## src/rtl/span_fill_pkg.sv

```systemverilog
package span_fill_pkg;
  // SDRAM command code as {ras_n, cas_n, we_n}
  typedef enum logic [2:0] {
    CMD_ACT   = 3'b011,
    CMD_WRITE = 3'b100,
    CMD_BST   = 3'b110,
    CMD_PRE   = 3'b010,
    CMD_NOP   = 3'b111
  } sd_cmd_e;

  typedef enum logic [1:0] {
    WS_OFF,
    WS_OPEN,
    WS_DRAIN,
    WS_DONE
  } win_state_e;
endpackage

```

## src/rtl/span_fill_budget.sv

```systemverilog
module span_fill_budget #(
  parameter int CW   = 16,
  parameter int WW   = 11,
  parameter int TRCD = 2,
  parameter int TWR  = 2,
  parameter int TRP  = 2
) (
  input  logic          clk,
  input  logic          rst,
  input  logic          load,
  input  logic [CW-1:0] load_val,
  input  logic          run,
  input  logic [WW-1:0] span_w,
  output logic          fits,
  output logic          expired
);
  localparam logic [CW-1:0] K_FIX = CW'(TRCD + TWR + TRP + 2);

  logic [CW-1:0] left_q;
  logic [CW-1:0] cost;

  always_comb begin
    cost    = K_FIX + CW'(span_w);
    expired = (left_q == '0);
    if (span_w == '0) fits = !expired;
    else              fits = (cost <= left_q);
  end

  always_ff @(posedge clk) begin
    if (rst)                  left_q <= '0;
    else if (load)            left_q <= load_val;
    else if (run && !expired) left_q <= left_q - 1'b1;
  end
endmodule

```

## src/rtl/span_fill_seq.sv

```systemverilog
module span_fill_seq
  import span_fill_pkg::*;
#(
  parameter int CW   = 16,
  parameter int XW   = 10,
  parameter int WW   = 11,
  parameter int ROWW = 13,
  parameter int BW   = 2,
  parameter int DW   = 16,
  parameter int MW   = 8,
  parameter int TRCD = 2,
  parameter int TWR  = 2,
  parameter int TRP  = 2
) (
  input  logic                 clk,
  input  logic                 rst,
  input  logic                 start,
  input  logic [XW-1:0]        x,
  input  logic [ROWW+BW-1:0]   line,
  input  logic [WW-1:0]        width,
  input  logic [DW-1:0]        color,
  input  logic [MW-1:0]        skip,
  output logic                 busy,
  output logic [2:0]           cmd,
  output logic [ROWW-1:0]      addr,
  output logic [BW-1:0]        bank,
  output logic                 dqm,
  output logic [DW-1:0]        dq,
  output logic                 dq_oe
);
  localparam int MIW = (MW > 1) ? $clog2(MW) : 1;
  localparam logic [CW-1:0] K_RCD = CW'(TRCD);
  localparam logic [CW-1:0] K_WR  = CW'(TWR);
  localparam logic [CW-1:0] K_RP  = CW'(TRP);

  logic [CW-1:0]  t_q;
  logic [WW-1:0]  w_q;
  logic [XW-1:0]  x_q;
  logic [DW-1:0]  col_q;
  logic [MW-1:0]  skip_q;
  logic [CW-1:0]  t_bst, t_pre, t_last;
  logic [MIW-1:0] pix;

  always_comb begin
    t_bst  = K_RCD + CW'(w_q);
    t_pre  = t_bst + K_WR;
    t_last = t_pre + K_RP + CW'(1);
    pix    = MIW'(t_q - K_RCD);
  end

  always_ff @(posedge clk) begin
    if (rst) begin
      busy   <= 1'b0;
      t_q    <= '0;
      w_q    <= '0;
      x_q    <= '0;
      col_q  <= '0;
      skip_q <= '0;
      cmd    <= CMD_NOP;
      addr   <= '0;
      bank   <= '0;
      dqm    <= 1'b0;
      dq     <= '0;
      dq_oe  <= 1'b0;
    end else begin
      cmd   <= CMD_NOP;
      dq_oe <= 1'b0;
      dqm   <= 1'b0;
      if (start) begin
        busy   <= 1'b1;
        t_q    <= CW'(1);
        w_q    <= width;
        x_q    <= x;
        col_q  <= color;
        skip_q <= skip;
        cmd    <= CMD_ACT;
        addr   <= line[ROWW-1:0];
        bank   <= line[ROWW+BW-1:ROWW];
      end else if (busy) begin
        t_q <= t_q + 1'b1;
        if (t_q == t_last) busy <= 1'b0;
        if (t_q == K_RCD) begin
          cmd   <= CMD_WRITE;
          addr  <= ROWW'(x_q);
          dq    <= col_q;
          dq_oe <= 1'b1;
          dqm   <= skip_q[0];
        end else if (t_q > K_RCD && t_q < t_bst) begin
          dq_oe <= 1'b1;
          dqm   <= skip_q[pix];
        end else if (t_q == t_bst) begin
          cmd <= CMD_BST;
        end else if (t_q == t_pre) begin
          cmd  <= CMD_PRE;
          addr <= '0;
        end
      end
    end
  end
endmodule

```

## src/rtl/span_fill_writer.sv

```systemverilog
module span_fill_writer
  import span_fill_pkg::*;
#(
  parameter int XW   = 10,
  parameter int YW   = 9,
  parameter int ROWW = 13,
  parameter int BW   = 2,
  parameter int DW   = 16,
  parameter int MW   = 8,
  parameter int CW   = 16,
  parameter int TRCD = 2,
  parameter int TWR  = 2,
  parameter int TRP  = 2
) (
  input  logic                clk,
  input  logic                rst,
  input  logic                win_grant,
  input  logic [CW-1:0]       win_clocks,
  output logic                win_done,
  input  logic [ROWW+BW-1:0]  page_base,
  input  logic                rec_valid,
  output logic                rec_ready,
  input  logic [XW-1:0]       rec_x,
  input  logic [YW-1:0]       rec_y,
  input  logic [XW:0]         rec_width,
  input  logic [DW-1:0]       rec_color,
  input  logic [MW-1:0]       rec_skip,
  output logic [2:0]          sd_cmd,
  output logic [ROWW-1:0]     sd_addr,
  output logic [BW-1:0]       sd_bank,
  output logic                sd_dqm,
  output logic [DW-1:0]       sd_dq,
  output logic                sd_dq_oe
);
  localparam int LW = ROWW + BW;
  localparam int WW = XW + 1;

  win_state_e    st_q;
  logic          busy, fits, expired, load, take, start;
  logic [LW-1:0] line;

  assign line      = page_base + LW'(rec_y);
  assign load      = (st_q == WS_OFF) && win_grant;
  assign rec_ready = (st_q == WS_OPEN) && win_grant && !busy && fits;
  assign take      = rec_ready && rec_valid;
  assign start     = take && (rec_width != '0);
  assign win_done  = (st_q == WS_DONE);

  span_fill_budget #(
    .CW(CW), .WW(WW), .TRCD(TRCD), .TWR(TWR), .TRP(TRP)
  ) budget_i (
    .clk(clk), .rst(rst), .load(load), .load_val(win_clocks),
    .run(st_q != WS_OFF), .span_w(rec_width),
    .fits(fits), .expired(expired)
  );

  span_fill_seq #(
    .CW(CW), .XW(XW), .WW(WW), .ROWW(ROWW), .BW(BW), .DW(DW), .MW(MW),
    .TRCD(TRCD), .TWR(TWR), .TRP(TRP)
  ) seq_i (
    .clk(clk), .rst(rst), .start(start), .x(rec_x), .line(line),
    .width(rec_width), .color(rec_color), .skip(rec_skip), .busy(busy),
    .cmd(sd_cmd), .addr(sd_addr), .bank(sd_bank), .dqm(sd_dqm),
    .dq(sd_dq), .dq_oe(sd_dq_oe)
  );

  always_ff @(posedge clk) begin
    if (rst) begin
      st_q <= WS_OFF;
    end else begin
      unique case (st_q)
        WS_OFF:   if (win_grant) st_q <= WS_OPEN;
        WS_OPEN:
          if (!busy) begin
            if (!win_grant)              st_q <= WS_OFF;
            else if (expired)            st_q <= WS_DONE;
            else if (rec_valid && !fits) st_q <= WS_DRAIN;
          end
        WS_DRAIN:
          if (!win_grant)   st_q <= WS_OFF;
          else if (expired) st_q <= WS_DONE;
        WS_DONE:  if (!win_grant) st_q <= WS_OFF;
        default:  st_q <= WS_OFF;
      endcase
    end
  end
endmodule

```

## config.mk

```make
export PLATFORM = sky130hd
export DESIGN_NAME = span_fill_writer
export DESIGN_NICKNAME = d
export VERILOG_FILES = /design/src/rtl/span_fill_pkg.sv /design/src/rtl/span_fill_budget.sv /design/src/rtl/span_fill_seq.sv /design/src/rtl/span_fill_writer.sv
export SDC_FILE = /design/constraint.sdc
export NUM_CORES = 1
export LEC_CHECK = 0
export CORE_MARGIN = 3
export CORE_UTILIZATION = 50
export CTS_BUF_LIST = sky130_fd_sc_hd__clkbuf_4 sky130_fd_sc_hd__clkbuf_8
export CTS_CLUSTER_DIAMETER = 200
export CTS_CLUSTER_SIZE = 14
export DETAILED_ROUTE_END_ITERATION = 7
export GPL_ROUTABILITY_DRIVEN = 0
export PLACE_DENSITY = 0.84
export SLEW_MARGIN = 20
export SYNTH_ARGS = -nofsm -noshare
export SYNTH_HDL_FRONTEND = slang
export SYNTH_SLANG_ARGS = --single-unit
```

## constraint.sdc

```tcl
create_clock -name clk -period 3.76 [get_ports clk]
set_clock_uncertainty 0.2 [all_clocks]
set_input_delay 0.376 -clock clk [delete_from_list [all_inputs] [get_ports clk]]
set_output_delay 0.376 -clock clk [all_outputs]
set_load 0.03 [all_outputs]
```

# Word-level counts from Yosys, hierarchy flattened

Index checks and enable logic that the tools add are counted.
Widths: inputs -> output; s select.

Add/sub/neg operators: 9
Order comparisons: 4
Equal/unequal tests: 14
Muxes and demuxes: 35
Bitwise logic cells: 2
Reductions and logical operators: 25

Operator list:

| cell                  | count |
|---|---|
| $mux 13               | 6 |
| $add 16x1->16 const B | 2 |
| $add 16x2->16 const B | 2 |
| $eq 16x16->1          | 2 |
| $mux 16               | 2 |
| $mux 3                | 6 |
| $eq 16x12->1          | 1 |
| $eq 16x2->1 const B   | 1 |
| $gt 16x2->1 const B   | 1 |
| $le 16x16->1          | 1 |
| $logic_not 16->1      | 1 |
| $lt 16x12->1          | 1 |
| $mux 2                | 8 |
| $sub 16x1->16 const B | 1 |
| $add 15x9->15         | 1 |
| $add 2x11->12 const A | 1 |
| $add 4x11->12 const A | 1 |
| $logic_not 11->1      | 1 |
| $mux 1                | 11 |
| $reduce_bool 11->1    | 1 |
| $logic_and 1x1->1     | 9 |
| $pmux 2 s4            | 1 |
| $ne 2x2->1 const B    | 3 |
| $ne 3x1->1 const B    | 2 |
| 17 further kinds      | 23 |

Register bits: 116
Input bits: 89
Output and inout port bits: 38
Logic and storage cells: 105

# Longest topological paths before layout

Gate-level depths: netlist (run 1).

Word-level depth: 10
Mapped depth: 16
Depth with buffers taken out: 13

# Modules after synthesis

A second synthesis (run 1) with hierarchy kept.

Cells, all modules: 871
Area, all modules: 7273.2 µm²

By module, submodules not included:

| module           | times used | cells an instance | area an instance (µm²) | seq. area each (µm²) |
|---|---|---|---|---|
| span_fill_seq    | 1          | 598               | 5227.5                 | 1961.9 |
| span_fill_budget | 1          | 175               | 1360.1                 | 320.3 |
| span_fill_writer | 1          | 98                | 685.7                  | 40.0 |

# Worst setup path after synthesis (run 1)

Ideal clock, no wire load.

Path kind: register to register
Start: register seq_i.w_q[1]
End: register seq_i.addr[0]
Setup time: 0.121 ns
Data arrival time: 3.625 ns
Data required time: 3.439 ns
Slack: -0.185 ns
Cell stages (with the launch flop): 15
Path buffers: 1
Period minus slack after synthesis: 3.945 ns
Path through: dfxtp_1 > ha_1 > buf_2 > nand4_2 > o21a_1 > nor2_1 > ha_1 > and4_1 > a211oi_1 > o221ai_1 > and2_1 > a41oi_1 > o21ai_1 > a21oi_2 > mux2_2

Cells in the longest elaborated chain, start to end: 5
Elaborated cells on any way between the ends: 10
Those cells by class: add/sub (2); order compare (1); eq/ne (4); reduce/logical (3)

Ends and longest elaborated chain:

| element                                                          | RTL line                                 | source |
|---|---|---|
| start, declared                                                  | span_fill_seq.sv:37                      | `logic [WW-1:0] w_q;` |
| start signal, assigned                                           | span_fill_seq.sv:72                      | `w_q <= width;` |
| $add 2x11->12 (*)                                                | span_fill_seq.sv:45                      | `t_bst = K_RCD + CW'(w_q);` |
| $add 16x2->16 or $lt 16x12->1 (tied branches)                    | span_fill_seq.sv:46, span_fill_seq.sv:88 |  |
| $eq 16x16->1 or $logic_and 1x1->1 (tied branches)                | span_fill_seq.sv:93, span_fill_seq.sv:88 |  |
| $reduce_bool 3->1 (no source line) or $ne 3x1->1 (tied branches) | -                                        |  |
| $reduce_and 4->1 (no source line) (*)                            | -                                        |  |
| end signal, assigned                                             | span_fill_seq.sv:77                      | `addr <= line[ROWW-1:0];` |
| end signal, assigned                                             | span_fill_seq.sv:84                      | `addr <= ROWW'(x_q);` |
| end, declared                                                    | span_fill_seq.sv:25                      | `output logic [ROWW-1:0] addr,` |

Every way passes the cells marked *; elsewhere a longest branch is shown, timed or not.
A chain may end at the register's enable or synchronous reset.

==> results.cfg, run 1 <==
[detailed_routing]
drc_errors = 0
num_vias = 7304
viasPerCell = 5.760
routed_wl_um = 19790
wl_per_cell_um = 15.61
antenna_left = 0
drt_iter0_drc = 556
first_pass_iters = 5

[critical_path]
endpoint_kind = flop
cp-start-kind = flop
worstPathRequired_ps = 3870
arrival_ps = 3750
worstPathMaxFanout = 16
crit_type = flop to flop

[yosys]
syn_inst = 933
ys_seq_area_frac = 0.3149
synth_warnings = 0
synthMuxAreaShare = 0.03784
synthAdderAreaFrac = 0.07567
synth_top_family_by_area = simple AND/OR/NAND/NOR gates
synth_ff_type = dfxtp_1
synth_compound_area_frac = 0.1936
synthesis.area_mm2 = 0.007375
synth_xor_area_frac = 0.07465
synth_nets = 1066
ys_ff_latch = 116
synth_cell_types = 77
synth_async_sr_flop_share = 0
synth_edf_count = 0
avgSynthCellArea_um2 = 7.904
synth-simple-area-share = 0.2496

[floorplanning]
fp.coreArea_mm2 = 0.01415
die_x_um = 127.4
rows = 43
ios = 127
start_util = 0.5212
dieHeight_um = 127.4
dieArea_mm2 = 0.01624

[timing]
maxSlewHeadroom = 0.5265
fin_ws_ps = 116.0
max_freq_ghz = 0.2744
finalCritPeriodShare = 0.9692
maxSlewViolCount = 0
final-hold-violation-count = 0
rsz0062_at_grt = true
setup_viol = 0
worst_slew_pin_slew_ps = 707.6
post-route-min-period_ps = 3644

[power_and_ir_drop]
power.density_mw_per_mm2 = 402.3
internal_power_w = 0.002610
p_seq_frac = 0.370
cellLeakagePower_nw = 3.762
ir_worst_vdd_uv = 294.9
swShare = 0.3240
clkPwrFrac = 0.334
power_frac_comb = 0.296
power.switching_w = 0.001251

[grt]
grt_usage = 0.2408
grt_pass1_vias = 6961
grt_max_degree = 49
antenna_found_initial = 0
grt_overflow_total = 0
grt_pass1_wl_um = 32200

[cts]
cts_tree = yes
root_buffer = clkbuf_8
htree_levels = 4
hold_buffers = 0
clockBufferDepth = 2
worst_skew_pair.late_latency_ps = 440
cts_made_buffers = 17
clkTransAtPathRegs_ps = 70
clock-sinks = 116

[placement]
dp_cells = 1234
dpl_cell_area_mm2 = 0.009086
numPortBuffers = 126
post-dp-hpwl_um = 14700
place_ws_ps = -243.2

[finish]
syn2layout_area_growth_pct = 30.17
final_nets = 1208
layout-drive-gt1-share = 0.1176
final_util = 0.6784
final_design_area_no_fill_mm2 = 0.009599
stdcell_count = 1268
mostFrequentLayoutCell = nand2_1
most-common-layout-cells = nand2_1, clkdlybuf4s50_1, dfxtp_1
multiInputGateArea_mm2 = 0.004746
fillers = 1101
regArea_mm2 = 0.002322
n_antenna_cell = 0

[run_status]
status = complete, no violations

[run]
drv_cap = 0

[hold_path]
min_path_type = input pin to flop
-- power groups by stage --
stage,Clock [W],Combinational [W],Sequential [W]
after floorplan,0,0.000734,0.00144
after global placement,0,0.00108,0.00145
after detailed placement,0,0.00111,0.00145
after CTS,0.00130,0.00112,0.00142
after global routing,0.00137,0.00127,0.00144
final,0.00129,0.00114,0.00143
-- sequential cells by signal (all words and copies together), names as in the netlist --
register,flops
st_q,2
seq_i.t_q,16
seq_i.skip_q,8
seq_i.x_q,10
seq_i.dq_oe,1
budget_i.left_q,16
seq_i.addr,13
seq_i.busy,1
seq_i.bank,2
seq_i.w_q,11
seq_i.cmd,3
seq_i.col_q,16
seq_i.dq,16
seq_i.dqm,1
-- critical path: stages, from the launching register on --
cell and delay, ps:
dfxtp_1 340, ha_1 180, nand4_2 200, or3_4 460
ha_1 300, and4_1 230, a211oi_2 260, o221ai_2 160
and2_1 210, a41oi_4 270, nand2b_1 200, buf_12 180
mux2i_1 240, nor2_1 70
-- cells by family (layout without fill, tap and decap cells) --
logic type,count (synthesis),after routing
compound gates,219,219
fa+ha+maj,44,44
simple gates,380,380
flops,116,116
buf+inv,95,250
xor+xnor,54,54
mux,25,25
-- repair_timing --
action,in CTS,in global routing
setup endpoints to repair,0,29
resized for setup,0,9
setup buffers,0,2
-- metal layers --
layer | up-vias | share of wire | global-route usage
met5 | - | 0 | 0
met4 | 0 | 0.031 | 0.1028
met3 | 53 | 0.054 | 0.04933
met2 | 223 | 0.48 | 0.3964
met1 | 3434 | 0.43 | 0.3066
li1 | 3594 | - | -
-- Yosys cell counts, types with 4 or more instances --
cell type	instances	area, um2
nand2_1	156	585.6
dfxtp_1	116	2322
a21oi_1	78	390.4
nor2_1	72	270.3
ha_1	43	538.0
clkbuf_1	42	157.7
inv_1	39	146.4
nand3_1	34	170.2
o21ai_0	34	170.2
xnor2_1	26	227.7
xor2_1	22	192.7
mux2i_1	20	200.2
a211oi_1	19	142.6
nor3_1	19	95.09
and3_1	16	100.1
nor4_1	11	68.82
or2_2	9	56.30
and2_1	8	50.05
nand4_1	8	50.05
nor2b_1	8	50.05
a22oi_1	7	52.55
a31oi_1	7	43.79
o211ai_1	7	52.55
o21a_1	7	52.55
or3_1	7	43.79
a21o_1	6	45.04
buf_2	5	25.02
nand2b_1	5	31.28
nor4b_1	5	43.79
a211o_1	4	35.03
and4_1	4	35.03
buf_1	4	15.01
buf_6	4	45.04
nand4b_1	4	35.03
o31a_1	4	35.03
o32ai_1	4	35.03
xnor3_1	4	90.09
-- stage by stage --
stage | setup TNS [ps] | hold WS [ps] | power [W]
final | 0 | 245.1 | 0.003861
after global routing | -322.5 | 276.2 | 0.004077
after CTS | 0 | 204.1 | 0.003844
after floorplan | 0 | 231.9 | 0.002170
after detailed placement | -9798 | 243.2 | 0.002555
after global placement | -5945 | 240.3 | 0.002530
-- final timing paths --
kind	startpoint	endpoint	slack, ps	depth (start not counted)
setup reg to reg	seq_i.w_q[2]	seq_i.dq[0]	120	13
hold reg to reg	seq_i.col_q[4]	seq_i.col_q[4]	250	2
setup / recovery	seq_i.w_q[2]	seq_i.dq[0]	120	13
hold / removal	rst	budget_i.left_q[2]	250	2
-- cell type report --
cell class                      count  area share
Multi-Input combinational cell    722      0.4944
Sequential cell                   116      0.2419
Timing Repair Buffer              179      0.1786
Clock buffer                       20     0.02802
Tap cell                          180     0.02346
Clock inverter                     12     0.01838
Inverter                           39     0.01525
Note: power is estimated with default switching activity, not from simulation.
==> inputs of run 2 (changes only) <==
Settings changed: PLACE_DENSITY 0.84 to 0.83.
==> results.cfg, run 2 (synthesis gave the netlist of run 1 again) <==
[finish]
syn2layout_area_growth_pct = 29.73
final_util = 0.6761
n_antenna_cell = 0
layout-drive-gt1-share = 0.1171
mostFrequentLayoutCell = nand2_1
multiInputGateArea_mm2 = 0.004768
final_design_area_no_fill_mm2 = 0.009567
most-common-layout-cells = nand2_1, clkdlybuf4s50_1, dfxtp_1
fillers = 1128
regArea_mm2 = 0.002323
final_nets = 1206

[cts]
htree_levels = 4
clock-sinks = 116
root_buffer = clkbuf_8
clkTransAtPathRegs_ps = 80
clockBufferDepth = 2
cts_made_buffers = 17
worst_skew_pair.late_latency_ps = 450
cts_tree = yes

[timing]
worst_slew_pin_slew_ps = 716.3
maxSlewHeadroom = 0.5207
setup_viol = 0
holdWs_ps = 180.3
max_freq_ghz = 0.2746
post-route-min-period_ps = 3642
fin_tns_setup_ps = 0
maxSlewViolCount = 0
finalCritPeriodShare = 0.9686
final-hold-violation-count = 0

[floorplanning]
dieArea_mm2 = 0.01624
start_util = 0.5212
dieHeight_um = 127.4
fp.coreArea_mm2 = 0.01415
rows = 43
die_x_um = 127.4
ios = 127

[power_and_ir_drop]
power.switching_w = 0.001257
ir_worst_vdd_uv = 290.4
clkPwrFrac = 0.319
swShare = 0.3328
power_w = 0.003777
p_seq_frac = 0.377
power.density_mw_per_mm2 = 394.8
power_frac_comb = 0.304
internal_power_w = 0.002520
cellLeakagePower_nw = 3.735

[critical_path]
worstPathMaxFanout = 7
worstPathRequired_ps = 3900
arrival_ps = 3780
crit_type = flop to flop
endpoint_kind = flop
cp-start-kind = flop

[placement]
dpl_cell_area_mm2 = 0.009074
post-dp-hpwl_um = 14610
numPortBuffers = 126

[grt]
grt_pass1_vias = 6976
grt_overflow_total = 0
grt_usage = 0.2432
grt_pass1_wl_um = 32600
antenna_found_initial = 0
grt_max_degree = 57

[detailed_routing]
first_pass_iters = 5
wl_per_cell_um = 15.72
drc_errors = 0
viasPerCell = 5.752
routed_wl_um = 19880
antenna_left = 0
drt_iter0_drc = 528
num_vias = 7276

[hold_path]
min_path_type = input pin to flop

[run_status]
status = complete, no violations

[run]
drv_cap = 0
[run 2: stage by stage]
stage	setup slack [ps]	cells
2_1_floorplan	18.12	933
3_3_place_gp	-308.9	1232
3_5_place_dp	-460.7	1232
4_1_cts	13.17	1263
5_1_grt	-16.14	1265
6_report	118.1	1265
[run 2: layout make-up]
cell class,instances,area share
multi-input combinational,723,0.4984
clock buffer,19,0.02668
sequential,116,0.2429
inverter,39,0.01530
clock inverter,12,0.01609
tap,180,0.02354
timing repair buffer,176,0.1771
[run 2: repair_timing]
action / in CTS / in global routing
setup endpoints to repair: 0 / 45
hold buffers: 0 / 0
resized for setup: 0 / 13
setup buffers: 0 / 1
[run 2: path summary, 6_finish.rpt]
path                     start            end  slack (ps)  cells past startpoint
hold reg to reg   seq_i.x_q[9]   seq_i.x_q[9]         250                      2
setup / recovery  seq_i.w_q[1]  seq_i.addr[7]         120                     12
setup reg to reg  seq_i.w_q[1]  seq_i.addr[7]         120                     12
hold / removal             rst    seq_i.dq[8]         180                      2
[run 2: critical path, stage by stage, from the launching register on]
cell	delay, ps
dfxtp_1	340
ha_1	220
nand4_4	160
or3_4	430
ha_1	310
and4_1	240
a211oi_2	210
o221ai_1	180
and2_1	230
a41oi_4	270
o21ai_2	140
a21oi_4	240
mux2_2	370
[run 2: power groups by stage]
stage          combinational, W  sequential (W)  clock [W]
2_1_floorplan          0.000734         0.00144          0
3_3_place_gp            0.00108         0.00144          0
3_5_place_dp            0.00110         0.00145          0
4_1_cts                 0.00111         0.00142    0.00122
5_1_grt                 0.00127         0.00144    0.00127
6_report                0.00115         0.00143    0.00120
[run 2: metal layers]
metal  share of wire  track usage  wire [um]
met5               0            0          0
met1            0.43       0.3035       8511
met4           0.031      0.09464        624
met3           0.060      0.05895       1196
met2            0.48       0.4054       9547
